--- config.mk ---
export PLATFORM = sky130hd
export DESIGN_NAME = rx_sig_conditioner
export DESIGN_NICKNAME = d
export VERILOG_FILES = /design/src/rtl/rsi_pkg.sv /design/src/rtl/rsi_chan_update.sv /design/src/rtl/rsi_ones_mux.sv /design/src/rtl/rx_sig_conditioner.sv
export SDC_FILE = /design/constraint.sdc
export NUM_CORES = 1
export LEC_CHECK = 0
export BUFFER_PORTS_ARGS = -buffer_cell sky130_fd_sc_hd__buf_2
export CAP_MARGIN = 20
export CORE_MARGIN = 2
export CORE_UTILIZATION = 60
export DETAILED_ROUTE_END_ITERATION = 12
export PLACE_DENSITY = 0.78
export SLEW_MARGIN = 20
export SYNTH_ARGS = -nofsm -noshare
export SYNTH_HDL_FRONTEND = slang
export SYNTH_SLANG_ARGS = --single-unit
--- constraint.sdc ---
create_clock -name clk -period 3.97 [get_ports clk]
set_input_delay 0.397 -clock clk [delete_from_list [all_inputs] [get_ports clk]]
set_output_delay 0.397 -clock clk [all_outputs]
set_load 0.005 [all_outputs]
--- src/rtl/rsi_pkg.sv ---
package rsi_pkg;
    localparam int SIG_W    = 4;
    localparam int INTEG_MF = 3;
    localparam int CNT_W    = $clog2(INTEG_MF);

    typedef struct packed {
        logic [SIG_W-1:0] rep;
        logic [SIG_W-1:0] cand;
        logic [CNT_W-1:0] cnt;
    } chan_t;
endpackage

--- src/rtl/rsi_chan_update.sv ---
module rsi_chan_update
    import rsi_pkg::*;
(
    input  chan_t            cur,
    input  logic [SIG_W-1:0] sig,
    input  logic             mf,
    input  logic             frozen,
    input  logic             integ_en,
    output chan_t            nxt
);
    localparam logic [CNT_W-1:0] LAST = CNT_W'(INTEG_MF - 1);

    always_comb begin
        nxt = cur;
        if (frozen) begin
            // hold the report, restart debounce
            nxt.cand = sig;
            nxt.cnt  = '0;
        end else if (!integ_en) begin
            nxt.rep  = sig;
            nxt.cand = sig;
            nxt.cnt  = '0;
        end else if (sig != cur.cand) begin
            nxt.cand = sig;
            nxt.cnt  = '0;
        end else if (sig == cur.rep) begin
            nxt.cnt  = '0;
        end else if (mf) begin
            if (cur.cnt == LAST) begin
                nxt.rep = cur.cand;
                nxt.cnt = '0;
            end else begin
                nxt.cnt = cur.cnt + 1'b1;
            end
        end
    end
endmodule

--- src/rtl/rsi_ones_mux.sv ---
module rsi_ones_mux
    import rsi_pkg::*;
(
    input  logic [SIG_W-1:0] rep,
    input  logic             force_ones,
    input  logic             mask_bit,
    output logic [SIG_W-1:0] ser
);
    always_comb begin
        ser = (force_ones && mask_bit) ? {SIG_W{1'b1}} : rep;
    end
endmodule

--- src/rtl/rx_sig_conditioner.sv ---
module rx_sig_conditioner
    import rsi_pkg::*;
#(
    parameter int NCH  = 24,
    parameter int IDXW = $clog2(NCH)
) (
    input  logic             clk,
    input  logic             rst_n,
    input  logic             ch_valid,
    input  logic [IDXW-1:0]  ch_idx,
    input  logic [SIG_W-1:0] sig_in,
    input  logic             mf_strobe,
    input  logic             freeze_evt,
    input  logic             integ_en,
    input  logic             freeze_en,
    input  logic             force_freeze,
    input  logic             force_ones,
    input  logic [NCH-1:0]   ones_mask,
    output logic             out_valid_o,
    output logic [IDXW-1:0]  out_idx_o,
    output logic [SIG_W-1:0] rsig_o,
    output logic [SIG_W-1:0] rser_o
);
    typedef struct packed {
        chan_t [NCH-1:0]  mem;
        logic             vld;
        logic [IDXW-1:0]  idx;
        logic [SIG_W-1:0] rsig;
        logic [SIG_W-1:0] rser;
    } regs_t;

    regs_t            q, d;
    chan_t            cur_d, upd_d;
    logic             in_range, frozen, mask_bit;
    logic [SIG_W-1:0] ser_d;

    always_comb begin
        in_range = ch_valid && ({1'b0, ch_idx} < (IDXW+1)'(NCH));
        frozen   = force_freeze || (freeze_en && freeze_evt);
        cur_d    = q.mem[ch_idx];
        mask_bit = ones_mask[ch_idx];
    end

    rsi_chan_update u_upd (
        .cur      (cur_d),
        .sig      (sig_in),
        .mf       (mf_strobe),
        .frozen   (frozen),
        .integ_en (integ_en),
        .nxt      (upd_d)
    );

    rsi_ones_mux u_mux (
        .rep        (upd_d.rep),
        .force_ones (force_ones),
        .mask_bit   (mask_bit),
        .ser        (ser_d)
    );

    always_comb begin
        d     = q;
        d.vld = in_range;
        if (in_range) begin
            d.mem[ch_idx] = upd_d;
            d.idx         = ch_idx;
            d.rsig        = upd_d.rep;
            d.rser        = ser_d;
        end
    end

    always_ff @(posedge clk) begin
        if (!rst_n) q <= '0;
        else        q <= d;
    end

    assign out_valid_o = q.vld;
    assign out_idx_o   = q.idx;
    assign rsig_o      = q.rsig;
    assign rser_o      = q.rser;

    a_r13_idx_range: assert property (@(posedge clk) disable iff (!rst_n)
        out_valid_o |-> ({1'b0, out_idx_o} < (IDXW+1)'(NCH)));

    a_r3_cnt_bound: assert property (@(posedge clk) disable iff (!rst_n)
        out_valid_o |-> (int'(q.mem[out_idx_o].cnt) < INTEG_MF));

    a_r2_passthru: assert property (@(posedge clk) disable iff (!rst_n)
        (in_range && !frozen && !integ_en) |=> (rsig_o == $past(sig_in)));

    a_r6_hold: assert property (@(posedge clk) disable iff (!rst_n)
        (in_range && frozen) |=> (rsig_o == $past(q.mem[ch_idx].rep)));

    a_r10_forced: assert property (@(posedge clk) disable iff (!rst_n)
        (in_range && force_ones && ones_mask[ch_idx]) |=> (rser_o == {SIG_W{1'b1}}));

    a_r11_clear: assert property (@(posedge clk) disable iff (!rst_n)
        (in_range && !force_ones) |=> (rser_o == rsig_o));

    a_r12_ignored: assert property (@(posedge clk) disable iff (!rst_n)
        (!in_range) |=> !out_valid_o);
endmodule

After elaboration in Yosys (flattened, before gate mapping):

Cells that the tools add are included.

* register bits after elaboration: 254
* input port bits: 42
* output and inout port bits: 14
* word-level logic and storage cells: 108

* add/subtract/negate cells: 1
* magnitude comparators: 3
* equality and inequality tests: 3
* muxes and demuxes: 20
* reduce and logical (&&, ||, !) cells: 5

Operators with widths (number)
* bitwise mux 240 bit: 1
* binary-select mux 10 bit (select 5 bit): 1
* demux 10 bit (select 5 bit): 1
* two-way mux 10 bit: 3
* two-way mux 4 bit: 7
* two-way mux 2 bit: 4
* less-than comparator 5 x 6 -> 1 bit (second input constant): 1
* two-way mux 6 bit: 1
* binary-select mux 1 bit (select 5 bit): 1
* greater-or-equal comparator 5 x 1 -> 1 bit (second input constant): 1
* less-than comparator 5 bit (second input constant): 1
* == test 4 bit: 1
* logical AND 1 bit: 4
* inequality test 4 bit: 1
* adder 2 x 1 -> 2 bit (second input constant): 1
* == test 2 bit (second input constant): 1
* logical OR 1 bit: 1
* two-way mux 1 bit: 1

Longest topological paths before layout:

* depth after elaboration: 10
* gate-level depth with buffers: 15
* mapped depth without buffers: 9

Modules after synthesis:

Synthesis repeated with hierarchy kept, for this count alone.

* cells, all modules: 1092
* area total of the unflattened synthesis: 11691.2 um^2

Modules (own cells, without submodules)
* rx_sig_conditioner: times used 1, cells each 1047, area each 11362.1 um^2, seq. area each 5084.9 um^2
* rsi_chan_update: times used 1, cells each 41, area each 299.0 um^2, seq. area each 0.0 um^2
* rsi_ones_mux: times used 1, cells each 4, area each 30.0 um^2, seq. area each 0.0 um^2

Worst setup path before layout:

No wires, ideal clock.

* path kind: input to register
* from: input port ch_idx[1]
* to: register q[133] (netlist bit)
* setup time: 130 ps
* data arrival time: 3334 ps
* data required time: 3840 ps
* path slack: 506 ps
* stages on the path: 14
* buffers on the path: 6
* cell sequence: buf_6 > buf_6 > buf_6 > buf_6 > mux4_2 > a22oi_1 > nand2_1 > a221oi_1 > nand3b_1 > or2_1 > buf_6 > a311oi_4 > buf_6 > a21oi_2

* cells in the longest elaborated chain, start to end: 10
* elaborated cells between the ends (all ways): 19
* classes of those cells: order compare (3); eq/ne (3); mux (11); reduce/logical (2)

RTL lines
* start: declaration: RTL line rx_sig_conditioner.sv:10 `input logic [IDXW-1:0] ch_idx,`
* binary-select mux 10 bit (select 5 bit): RTL line rx_sig_conditioner.sv:40 `cur_d = q.mem[ch_idx];`
* two-way mux 10 bit (implied by the code): RTL line rx_sig_conditioner.sv:40
* == test 2 bit: RTL line rsi_chan_update.sv:29 `if (cur.cnt == LAST) begin`
* two-way mux 4 bit: RTL line rsi_chan_update.sv:29
* two-way mux 4 bit: RTL line rsi_chan_update.sv:28 `end else if (mf) begin`
* two-way mux 4 bit: RTL line rsi_chan_update.sv:26 `end else if (sig == cur.rep) begin`
* two-way mux 4 bit: RTL line rsi_chan_update.sv:23 `end else if (sig != cur.cand) begin`
* two-way mux 10 bit: RTL line rsi_chan_update.sv:19 `end else if (!integ_en) begin`
* two-way mux 4 bit: RTL line rsi_chan_update.sv:15 `if (frozen) begin`
* bitwise mux 240 bit: RTL line rx_sig_conditioner.sv:64 `d.mem[ch_idx] = upd_d;`
* end signal: assignment: RTL line rx_sig_conditioner.sv:72 `if (!rst_n) q <= '0;`
* end signal: assignment: RTL line rx_sig_conditioner.sv:73 `else q <= d;`
* end: declaration: RTL line rx_sig_conditioner.sv:32 `regs_t q, d;`

Several ways; a longest one is shown, not always the timed one. The select of a mux whose other input is x is not followed.
A chain may end at the register's enable or synchronous reset.

Worst setup path in the final report:

* from: input port ch_idx[1]
* to: register q[223] (netlist bit)

The elaborated chain is that of the path after synthesis.

==> results_dict.tcl <==
set metrics [dict create \
    max_freq_mhz 294 \
    grt_pass1_vias 10100 \
    mostFrequentLayoutCells "356 x nand2_1, 254 x dfxtp_1, 147 x a21boi_0" \
    grt_pass1_wl_um 57500 \
    ys_seq_elements 254 \
    power_w 0.00548 \
    reg2reg_from "q[250]" \
    numCtsBuffers 26 \
    final_common_cell "nand2_1" \
    io_pins 56 \
    hold-path-cell-count 3 \
    synth_cell_type_count 56 \
    multi_input_area_mm2 0.00643 \
    final_nets 1478 \
    die_width_um 146 \
    required_ns 4.34 \
    crit_type "in2reg" \
    status "finished clean" \
    synth_area_leaders "dfxtp_1 42%, nand2_1 11%, a21boi_0 9.1%, mux4_2 6.5%, o21ai_0 4.6%" \
    via_count 10900 \
    async_flop_share 0 \
    dp_hpwl_um 25200 \
    yosysWarnings 0 \
    cts.sinks 254 \
    reg2reg_to "q[223]" \
    hp-start "force_ones" \
    regArea_mm2 0.00508 \
    wl_um 36900 \
    syn_to_final_growth_pct 12.6 \
    ys.flop_type "dfxtp_1" \
    crit_fanout 22 \
    peakVddDrop_mv 0.317 \
    period_minus_slack_ns 3.40 \
    leakagePower_nw 4.77 \
    grt_overflow 0 \
    synth_top_area_frac 0.418 \
    crit_arrival_ns 3.77 \
    hold_violations 0 \
    firstDrtPassIters 10 \
    clock_path_buffers 3 \
    synth_edf_count 0 \
    grt_setup_unrepaired "no" \
    drt_iter0_drc 1328 \
    max_slew_margin 0.396 \
    antenna_cells 0 \
    worstMarginPinSlew_ns 0.903 \
    die-area_mm2 0.0214 \
    track_usage 0.340 \
    skew_ns 0.0133 \
    ctsHoldBuffers 0 \
    hp-class "in2reg" \
    clk_latency_ns 0.53 \
    powerDensity_mw_per_mm2 400 \
    synthesis.area_mm2 0.0122 \
    place_congestion 1.03 \
    seq_area_frac_synth 0.418 \
    drc_errors 0 \
    yosysTopAreaCell "dfxtp_1" \
    syn-num-nets 1443 \
    clockRootBuffer "clkbuf_16" \
    max_cap_viol_count 0 \
    drv_slew 0 \
    path_clk_slew_ns 0.06 \
    fin_crit_sh 0.857 \
    cts_tree "built" \
    routedWlPerCell_um 21.4 \
    postRouteAntennaNets 0 \
    core_area_mm2 0.0201 \
    std_cell_rows 52 \
    num-fill-cells 1526 \
    port_buffers 55 \
    place_ws_ns 0.128 \
    syn_inst 1401 \
    setup_viol 0 \
    fp.dieH_um 146 \
    r2r_cells 10 \
    start_util 0.606 \
    setup_tns_ns 0 \
    cts_setup_buffers 0 \
    avgViaCountPerCell 6.32 \
    startpoint_type "input port" \
    htreeDepth 1 \
    worstHoldEndpoint "rser_o[3]" \
    worstSetupEndpointType "flip-flop" \
    syn_area_per_cell_um2 8.69 \
    setup_ws_ns 0.568 \
    grt_max_degree 119 \
    post_cts_resize_count 0 \
    drive_gt1_frac 0.192 \
    antenna_found_initial 0 \
    regToRegSetupSlack_ns 0.72 \
]
==> cells in the mapped netlist (all sizes together) (6+ instances only) <==
cell type    n
or2          6
a22o         6
nand2      356
nor3        14
dfxtp      254
mux2         8
nor4         6
clkbuf      81
a211oi       6
nand3       60
o22ai       17
mux4        35
mux2i       56
a21boi     147
a22oi        9
nor2        40
a21oi       65
o21ai      111
buf         48
==> worst max-delay path by stage <==
stage               startpoint      to  slack (ns)
detailed placement   ch_idx[1]  q[223]        0.13
global placement     ch_idx[1]  q[223]        0.27
floorplan            ch_idx[1]  q[133]        0.51
global route         ch_idx[1]  q[223]        0.47
CTS                  ch_idx[1]  q[223]        0.64
finish               ch_idx[1]  q[223]        0.57
==> sequential cells by signal, indices dropped and copies added, names as in the netlist <==
| signal | cells |
|---|---|
| q | 240 |
| out_idx_o | 5 |
| rser_o | 4 |
| rsig_o | 4 |
| out_valid_o | 1 |
==> final cells by class <==
| type | count | area share |
|---|---|---|
| Clock buffer | 37 | 0.0564 |
| Clock inverter | 8 | 0.00684 |
| Inverter | 4 | 0.00109 |
| Multi-Input combinational cell | 1014 | 0.469 |
| Sequential cell | 254 | 0.371 |
| Tap cell | 270 | 0.0246 |
| Timing Repair Buffer | 136 | 0.0714 |
==> where the power goes <==
| group | switching, W | total [W] | leakage (nW) | internal, W |
|---|---|---|---|---|
| registers | 0.0000111 | 0.00258 | 2.05 | 0.00257 |
| clock network | 0.000993 | 0.00247 | 0.433 | 0.00148 |
| logic | 0.000271 | 0.000433 | 2.29 | 0.000162 |
==> stage by stage <==
| step | hold slack [ns] | cells | util | cell area [µm²] |
|---|---|---|---|---|
| global placement | 0.447 | 1678 | 0.639 | 12800 |
| finish | 0.265 | 1723 | 0.682 | 13700 |
| floorplan | 0.438 | 1401 | - | 12200 |
| detailed placement | 0.456 | 1678 | 0.639 | 12800 |
| global route | 0.281 | 1723 | 0.682 | 13700 |
| CTS | 0.241 | 1723 | 0.682 | 13700 |
==> metal layers <==
layer / vias up / part of all wire / GRT usage
met3: 108 / 0.10 / 0.0497
met2: 644 / 0.45 / 0.536
met1: 5179 / 0.40 / 0.472
li1: 4958 / - / -
met4: 0 / 0.044 / 0.139
met5: - / 0 / 0
==> cells by family after synthesis <==
kind of cell / count (synthesis) / share of synthesized area
mux: 99 / 0.119
flops: 254 / 0.418
simple gates: 525 / 0.185
buf+inv: 133 / 0.0551
compound gates: 385 / 0.219
xor+xnor: 5 / 0.00360
==> worst max-delay path: stages <==
cell       delay (ns)
buf_4            0.27
buf_12           0.24
buf_4            0.24
mux2i_1          0.27
o22ai_1          0.15
nor4_1           0.56
nand3_1          0.16
nand4b_1         0.17
o2111ai_2        0.15
or2_1            0.37
a311oi_4         0.42
buf_12           0.25
a21oi_1          0.09
Note: power is estimated with default switching activity, not from simulation.
